`src/rtl/anc_pkg.sv`:
```
package anc_pkg;
  localparam int unsigned WORD_W   = 10;
  localparam int unsigned DC_W     = 8;
  localparam int unsigned PRE_LEN  = 3;
  localparam int unsigned HDR_LEN  = PRE_LEN + 3;
  localparam int unsigned OVERHEAD = HDR_LEN + 1;
  localparam int unsigned CNT_W    = $clog2((1 << DC_W) + OVERHEAD);

  typedef logic [WORD_W-1:0] word_t;
  typedef logic [CNT_W-1:0]  cnt_t;

  localparam word_t PRE_LO = '0;
  localparam word_t PRE_HI = '1;
endpackage

```
`src/rtl/anc_delay_line.sv`:
```
module anc_delay_line
  import anc_pkg::*;
#(
  parameter int unsigned DEPTH = HDR_LEN - 1
) (
  input  logic  clk,
  input  logic  rst_n,
  input  logic  adv,
  input  word_t din,
  output word_t tap [DEPTH]
);
  for (genvar i = 0; i < DEPTH; i++) begin : g_stg
    word_t d;
    if (i == 0) begin : g_head
      assign d = din;
    end else begin : g_body
      assign d = tap[i-1];
    end
    always_ff @(posedge clk or negedge rst_n) begin
      if (!rst_n)   tap[i] <= '0;
      else if (adv) tap[i] <= d;
    end
  end
endmodule

```
`src/rtl/anc_hdr_match.sv`:
```
module anc_hdr_match
  import anc_pkg::*;
(
  input  word_t            win [HDR_LEN],
  output logic             hit,
  output logic [DC_W-1:0]  dc
);
  logic [PRE_LEN-1:0] m;

  for (genvar p = 0; p < PRE_LEN; p++) begin : g_pre
    localparam word_t EXP = (p == 0) ? PRE_LO : PRE_HI;
    assign m[p] = (win[HDR_LEN-1-p] == EXP);
  end

  assign hit = &m;
  assign dc  = win[0][DC_W-1:0];
endmodule

```
`src/rtl/anc_span_ctr.sv`:
```
module anc_span_ctr
  import anc_pkg::*;
(
  input  logic            clk,
  input  logic            rst_n,
  input  logic            adv,
  input  logic            hit,
  input  logic [DC_W-1:0] dc,
  output logic            flag_q,
  output cnt_t            left_q
);
  logic flag_d;
  cnt_t left_d;

  always_comb begin
    flag_d = flag_q;
    left_d = left_q;
    if (adv) begin
      if (left_q != '0) begin
        flag_d = 1'b1;
        left_d = left_q - cnt_t'(1);
      end else if (hit) begin
        flag_d = 1'b1;
        left_d = cnt_t'(dc) + cnt_t'(OVERHEAD - 1);
      end else begin
        flag_d = 1'b0;
      end
    end
  end

  always_ff @(posedge clk or negedge rst_n) begin
    if (!rst_n) begin
      flag_q <= 1'b0;
      left_q <= '0;
    end else begin
      flag_q <= flag_d;
      left_q <= left_d;
    end
  end
endmodule

```
`src/rtl/anc_flagger.sv`:
```
module anc_flagger
  import anc_pkg::*;
(
  input  logic              clk,
  input  logic              rst_n,
  input  logic              in_vld,
  input  logic [WORD_W-1:0] in_word,
  output logic              out_vld,
  output logic [WORD_W-1:0] out_word,
  output logic              out_flag
);
  localparam int unsigned DEPTH = HDR_LEN - 1;

  // reset: asserted at once, released after two clock edges
  logic [1:0] rs_q;
  logic       rst_s;
  always_ff @(posedge clk or negedge rst_n) begin
    if (!rst_n) rs_q <= '0;
    else        rs_q <= {rs_q[0], 1'b1};
  end
  assign rst_s = rs_q[1];

  word_t tap [DEPTH];
  word_t win [HDR_LEN];
  logic            hdr_hit;
  logic [DC_W-1:0] hdr_dc;
  cnt_t            span_left;

  anc_delay_line #(.DEPTH(DEPTH)) u_dly (
    .clk(clk), .rst_n(rst_s), .adv(in_vld), .din(in_word), .tap(tap)
  );

  assign win[0] = in_word;
  for (genvar i = 1; i < HDR_LEN; i++) begin : g_win
    assign win[i] = tap[i-1];
  end

  anc_hdr_match u_match (.win(win), .hit(hdr_hit), .dc(hdr_dc));

  anc_span_ctr u_span (
    .clk(clk), .rst_n(rst_s), .adv(in_vld), .hit(hdr_hit), .dc(hdr_dc),
    .flag_q(out_flag), .left_q(span_left)
  );

  logic  vld_d;
  word_t word_d;
  always_comb begin
    vld_d  = in_vld;
    word_d = in_vld ? tap[DEPTH-1] : out_word;
  end

  always_ff @(posedge clk or negedge rst_s) begin
    if (!rst_s) begin
      out_vld  <= 1'b0;
      out_word <= '0;
    end else begin
      out_vld  <= vld_d;
      out_word <= word_d;
    end
  end
endmodule

```
`config.mk`:
```
export PLATFORM = sky130hd
export DESIGN_NAME = anc_flagger
export DESIGN_NICKNAME = d
export VERILOG_FILES = /design/src/rtl/anc_pkg.sv /design/src/rtl/anc_delay_line.sv /design/src/rtl/anc_hdr_match.sv /design/src/rtl/anc_span_ctr.sv /design/src/rtl/anc_flagger.sv
export SDC_FILE = /design/constraint.sdc
export NUM_CORES = 1
export LEC_CHECK = 0
export ABC_AREA = 1
export CAP_MARGIN = 40
export CORE_ASPECT_RATIO = 1.75
export CORE_MARGIN = 3
export CORE_UTILIZATION = 54
export CTS_CLUSTER_DIAMETER = 100
export DETAILED_ROUTE_END_ITERATION = 10
export HOLD_SLACK_MARGIN = 0.12
export PLACE_DENSITY = 0.8
export SYNTH_ARGS = -nofsm -noshare
export SYNTH_HDL_FRONTEND = slang
export SYNTH_SLANG_ARGS = --single-unit
```
`constraint.sdc`:
```
create_clock -name clk -period 2.7 [get_ports clk]
set_input_delay 0.405 -clock clk [delete_from_list [all_inputs] [get_ports clk]]
set_output_delay 0.405 -clock clk [all_outputs]
set_load 0.01 [all_outputs]
```
* After elaboration in Yosys (flattened, before gate mapping)
Cells that the tools add are included.
Storage, ports and cells: logic and storage cells 23, flip-flop bits (word level) 73, output and inout port bits 12, input bits 13
Cells by class: equality and inequality tests 2, muxes and demuxes 4, add/sub/neg operators 2, reduce and logical (&&, ||, !) cells 5
Operators by type and width (number):
- 10-bit == test, second input constant | 2
- 9-bit two-way mux | 2
- 10-bit zero test | 1
- 8-bit by 3-bit adder with 9-bit output, second input constant | 1
- 9-bit nonzero test | 1
- 9-bit by 1-bit subtractor with 9-bit output, second input constant | 1
- 3-bit AND reduction | 1
- 1-bit two-way mux | 2
- 2-bit AND reduction | 1
- 2-bit nonzero test | 1

* Longest topological paths before layout
Gate-level depths: netlist of run 1.
word-level depth 4, gate-level depth with buffers 10, gate-level depth less buffers 10

* Cells and area by module
From an unflattened synthesis of run 1, not the netlist that was laid out.
Unflattened totals: cells, all modules 439, area, all modules 3528.4 µm²
Modules (own cells, without submodules):
- anc_delay_line | instances 1, area each 1998.2 µm², sequential area each 1251.2 µm², cells an instance 212
- anc_span_ctr | instances 1, area each 877.1 µm², sequential area each 250.2 µm², cells an instance 138
- anc_flagger | instances 1, area each 456.7 µm², sequential area each 325.3 µm², cells an instance 46
- anc_hdr_match | instances 1, area each 196.4 µm², sequential area each 0.0 µm², cells an instance 43

* Worst setup path before layout of run 1
OpenSTA, ideal clock, no wires.
path kind register to register, start point register u_span.left_q[0], end point register u_span.flag_q, required time 2580 ps, buffers on the path 0, cell stages (with the launch flop) 10, arrival 1381 ps, setup time 120 ps, setup slack 1200 ps, period minus slack after synthesis 1500 ps, path through dfrtp_1 -> inv_1 -> ha_1 -> nand2_1 -> nor2_4 -> nand2_4 -> clkinv_4 -> nand2_4 -> nand2_4 -> nand2_1
Between the ends: longest elaborated chain between the ends 2
Ends and longest elaborated chain:
- from (decl) | RTL line anc_span_ctr.sv:10 | output cnt_t left_q
- from (signal assigned) | RTL line anc_span_ctr.sv:37 | left_q <= left_d;
- 9-bit nonzero test | RTL line anc_span_ctr.sv:19 | if (left_q != '0) begin
- 1-bit two-way mux | RTL line anc_span_ctr.sv:19
- to (signal assigned) | RTL line anc_span_ctr.sv:36 | flag_q <= flag_d;
- to (decl) | RTL line anc_span_ctr.sv:9 | output logic flag_q,
No other way between the ends. A chain may end at the register's enable or synchronous reset.

* Final worst setup path of run 1
start point register u_span.left_q[0], end point register u_span.left_q[2]
Between the ends: longest elaborated chain between the ends 3, elaborated cells on any way between the ends 5, classes of those cells add/sub: 1; mux: 1; reduce/logical: 3
Ends and longest elaborated chain:
- parallel branches: the longest is 3 deep, another holds 9-bit by 1-bit subtractor with 9-bit output
Parallel ways; which one is timed is not known.

==> results of run 1 <==
-- cell usage in the layout, fill, tap and decap left out, drive strengths merged --
cell	instances
o21ai	54
dfrtp	73
clkinv	5
nor2	26
a21oi	1
o21bai	2
conb	1
buf	4
bufinv	1
nand2	145
xor2	3
ha	2
clkdlybuf4s50	23
nand3	19
clkinvlp	1
nand4	2
xnor2	2
nand3b	2
clkbuf	11
inv	39
-- routing by layer --
layer	vias to the layer above	track usage, %
li1	1247	-
met1	1152	21.57
met2	58	34.64
met3	14	4.284
met4	0	9.077
met5	-	0
-- state kept, by name, indices dropped and copies added (netlist names) --
signal	cells
out_word	10
rs_q	2
u_span.flag_q	1
out_vld	1
u_span.left_q	9
u_dly.g_stg.d	40
u_dly.tap	10
-- worst paths after layout --
kind	cells past startpoint	startpoint	to	slack (ns)
worst max-delay path	10	u_span.left_q[0]	u_span.left_q[2]	0.87
worst min-delay path	1	rst_n	rs_q[1]	0.22
worst max register to register	10	u_span.left_q[0]	u_span.left_q[2]	0.87
worst min register to register	0	rs_q[0]	rs_q[1]	0.36
max in group asynchronous	1	rs_q[1]	u_dly.g_stg[2].d[6]	1.67
min in group clk	0	rs_q[0]	rs_q[1]	0.36
-- per-stage QoR --
stage	utilization, %	power, mW	worst slack [ns]	instances
detailed placement	62.33	2.158	0.7419	476
finish	65.84	2.969	0.8657	492
global route	65.84	3.181	0.7180	492
floorplan	-	1.937	0.5165	387
CTS	65.84	2.993	0.8703	492
global placement	62.33	2.119	0.7788	476
-- cells by family (layout without fill, tap and decap cells) --
kind of cell / count (synthesis) / after routing / synth area share [%]
flops: 73 / 73 / 57.12
xor+xnor: 5 / 5 / 1.370
fa+ha+maj: 2 / 2 / 0.7823
compound gates: 57 / 57 / 9.076
simple gates: 194 / 194 / 24.84
other cells: 1 / 1 / 0.1173
buf+inv: 55 / 84 / 6.690
-- area by class of cell --
type                       count  area [µm²]
fill                         480        1923
inverter                      41       158.9
clock buffer                  11       141.4
clock inverter                 5       56.30
sequential                    73        1828
tap                           76       95.09
timing repair buffer          27       270.3
multi-input combinational    259        1157
-- report_power, final --
| part | switching (mW) | leakage, nW | internal (mW) |
|---|---|---|---|
| Sequential | 0.138 | 0.918 | 1.28 |
| Combinational | 0.431 | 0.787 | 0.292 |
| Clock | 0.382 | 0.0993 | 0.451 |
| Total | 0.952 | 1.81 | 2.02 |
==> impl_metrics.ini, run 1 <==
[global_routing]
gr-total-overflow = 0
antenna_found_initial = 0
grt_pass1_vias = 2450
grt_pass1_wl_mm = 10.34
grt_max_degree = 71
grt_use_total_pct = 19.41

[clock_tree]
clk_path_buf_depth = 2
cts_made_buffers = 9
htree_levels = 3
insertion_delay_ns = 0.34
cts_tree = built
cts-hold-fix-buffers = 0
clkSinkCount = 73
clk_pin_slew_ns = 0.08
cts_setup_buffers = 0
cts-resized-gates = 0
clock-root-buffer = clkbuf_8

[drt]
final_antenna_net_count = 0
drt_iter0_drc = 111
wl_per_cell_um = 12.00
avgViaCountPerCell = 5.022
top_layer_used = met4
dr_wl_met2_mm = 3.151
drc = 0
firstDrtPassIters = 4
via_count = 2471
met3_length_um = 219
drt-total-wl_mm = 5.906
met1_length_mm = 2.380

[final_layout]
antenna_cells = 0
area.growth.synth_to_final_pct = 15.92
finish.instance_area_um2 = 3707
final_nets = 426
drive_above_1_share_pct = 6.010

[sta]
period_minus_slack_ns = 1.834
finalSetupTns_ns = 0
timing.hold.ws_ns = 0.2231
maxSlewViolCount = 0
clock_skew_ns = 0.009042
max_slew_margin_pct = 45.56
fmax_mhz = 545.2
setup_viol = 0
timing.final.crit_share_pct = 67.94
hold_viol_final = 0
rsz0062_at_grt = false
worst_pin_slew_ns = 0.8166

[critical_path]
required_ns = 2.97
cp.arrival_ns = 2.10
critPathLaunchType = flop
slowest_stage = dfrtp_1
worstPathMaxFanout = 9
crit_path_max_incr_delay_ns = 0.39
crit_family = simple AND/OR/NAND/NOR gates
crit_chain = inv_1 -> ha_1 -> nand2_1 -> nor2_4 -> nand2_4 -> clkinv_4 -> nand2_4 -> nand2_4 -> nand2_1 -> nand2_1
crit_buf_inv = 2
setup.worst_path.end_class = flop
criticalPathCategory = flop to flop

[floorplan]
die_x_um = 64.18
rows = 36
die_area_um2 = 6918
fp.dieH_um = 107.8
ios = 25
start_util_pct = 56.80
core_area_um2 = 5630

[status]
status = finished clean

[synth]
avgSynthCellArea_um2 = 8.264
synth_common_cells = nand2_1, dfrtp_1, o21ai_0, inv_1, nor2_1
synth-seq-cells = 73
synth_top_flop_cell = dfrtp_1
ys.warnings.count = 0
ys_seq_area_share_pct = 57.12
synthArstFlopShare_pct = 100.0
synth_edf_count = 0
synthTopCellsByArea = dfrtp_1, nand2_1, o21ai_0, inv_1, nand3_1
synth_largest_area_cell = dfrtp_1
ys_types = 21
syn_area_um2 = 3198
synth_top_area_share_pct = 57.12
netlist_instances = 387
yosysMostFrequentCell = nand2_1
syn-num-nets = 402

[power_and_ir_drop]
peakVddDrop_mv = 0.5496
leakagePower_nw = 1.805
powerDensity_nw_per_um2 = 800.9

[place]
dpl_cell_area_um2 = 3510
dp_hpwl_mm = 4.118
gp_congestion = 0.8750
io_buffers = 24

[flow_run]
maxCapViolCount = 0

[min_path]
hold_path.class = input pin to asynchronous set/reset pin
(Power assumes the default switching activity.)
==> run 2, diff against run 1 <==
Clock period 2.7 ns to 1.7 ns, I/O delays scaled along.
==> impl_metrics.ini, run 2 (synthesis results as in run 1) <==
[status]
status = finished clean

[min_path]
hold_path.class = flop to asynchronous set/reset pin

[place]
dpl.cell_count = 485
dpl_cell_area_um2 = 3590
pre_cts_slack_ns = -0.05747
dp_hpwl_mm = 4.217
gp_congestion = 0.8159
io_buffers = 24

[drt]
avgViaCountPerCell = 4.998
final_antenna_net_count = 0
wl_per_cell_um = 12.13
drt-total-wl_mm = 6.087
firstDrtPassIters = 5
via_count = 2509
drt_iter0_drc = 133
drc = 0

[sta]
layout_setup_ws_ns = 0.1423
period_minus_slack_ns = 1.558
rsz0062_at_grt = false
hold_viol_final = 0
timing.hold.ws_ns = 0.2925
fmax_mhz = 642.0
timing.final.crit_share_pct = 91.63
setup_viol = 0
clock_skew_ns = 0.006563
maxSlewViolCount = 0
finalSetupTns_ns = 0

[floorplan]
rows = 36
core_area_um2 = 5630
die_x_um = 64.18
start_util_pct = 56.80
die_area_um2 = 6918
ios = 25
fp.dieH_um = 107.8

[critical_path]
r2r_setup_slack_ns = 0.14
r2r-end = u_span.left_q[2]
required_ns = 1.98
criticalPathCategory = flop to flop
timing.rr.start = u_span.left_q[1]
cp.arrival_ns = 1.84
worst-r2r-cell-count = 10
setup.worst_path.end_class = flop
critPathLaunchType = flop
worstPathMaxFanout = 9

[power_and_ir_drop]
leakagePower_nw = 1.874
power.total_mw = 4.971
peakVddDrop_mv = 0.7303
powerDensity_nw_per_um2 = 1298

[global_routing]
antenna_found_initial = 0
grt_pass1_wl_mm = 10.72
grt_max_degree = 72
grt_pass1_vias = 2459
gr-total-overflow = 0
grt_use_total_pct = 20.36

[clock_tree]
htree_levels = 3
clk_pin_slew_ns = 0.07
cts_tree = built
clkSinkCount = 73
cts-resized-gates = 0
clk_path_buf_depth = 2
clock-root-buffer = clkbuf_8
cts_made_buffers = 9
insertion_delay_ns = 0.34

[flow_run]
maxCapViolCount = 0

[final_layout]
final_common_cell = nand2_1
final_nets = 436
finish.instance_area_um2 = 3829
largest_reg_flops = 40
post-route-util_pct = 68.00
final_cell_mix = nand2_1, dfrtp_1, o21ai_0
drive_above_1_share_pct = 8.216
finalNonFillerCells = 502
antenna_cells = 0
area.growth.synth_to_final_pct = 19.72
[run 2: cell count changes in the layout (fill, tap and decap cells not counted), sizes merged]
| cell | previous run | this run |
|---|---|---|
| buf | 4 | 13 |
| bufinv | 1 | 2 |
| clkinv | 5 | 4 |
| dlygate4sd3 | 0 | 1 |
[run 2: worst max-delay path by stage]
stage	to	slack, ns	startpoint
3_5_place_dp	u_span.left_q[7]	-0.06	in_word[1]
5_1_grt	u_span.left_q[7]	0.005	u_span.left_q[0]
4_1_cts	u_span.left_q[2]	0.13	u_span.left_q[1]
2_1_floorplan	u_span.flag_q	0.20	u_span.left_q[0]
3_3_place_gp	u_span.left_q[7]	-0.02	in_word[1]
6_report	u_span.left_q[2]	0.14	u_span.left_q[1]
[run 2: area by class of cell]
class	count	area, µm²
Sequential cell	73	1828
Multi-Input combinational cell	259	1157
Fill cell	471	1802
Tap cell	76	95.09
Timing Repair Buffer	37	360.3
Clock buffer	11	151.4
Inverter	41	158.9
Clock inverter	5	77.57
[run 2: timing repair]
item,4_1_cts,5_1_grt
endpoints found under the hold margin,2,0
endpoints found under the setup margin,0,0
hold buffers,1,0
buffers inserted,0,0
[run 2: metal layers]
layer,GRT usage (%),part of all wire [%]
met2,36.71,55
met1,22.54,40
met4,8.169,1.7
met5,0,0
met3,5.016,3.4
[run 2: worst max-delay path: stages (launching register included)]
cell and delay, ns:
dfrtp_1 0.40, inv_1 0.07, ha_1 0.16, nand2_1 0.12, nor2_4 0.18, nand2_4 0.11, clkinv_4 0.09, nand2_4 0.10
nand2_4 0.14, nand2_1 0.07, nand2_1 0.06
[run 2: power by group]
| group | switching [mW] | internal, mW |
|---|---|---|
| logic | 0.717 | 0.511 |
| registers | 0.201 | 2.03 |
| clock network | 0.615 | 0.901 |
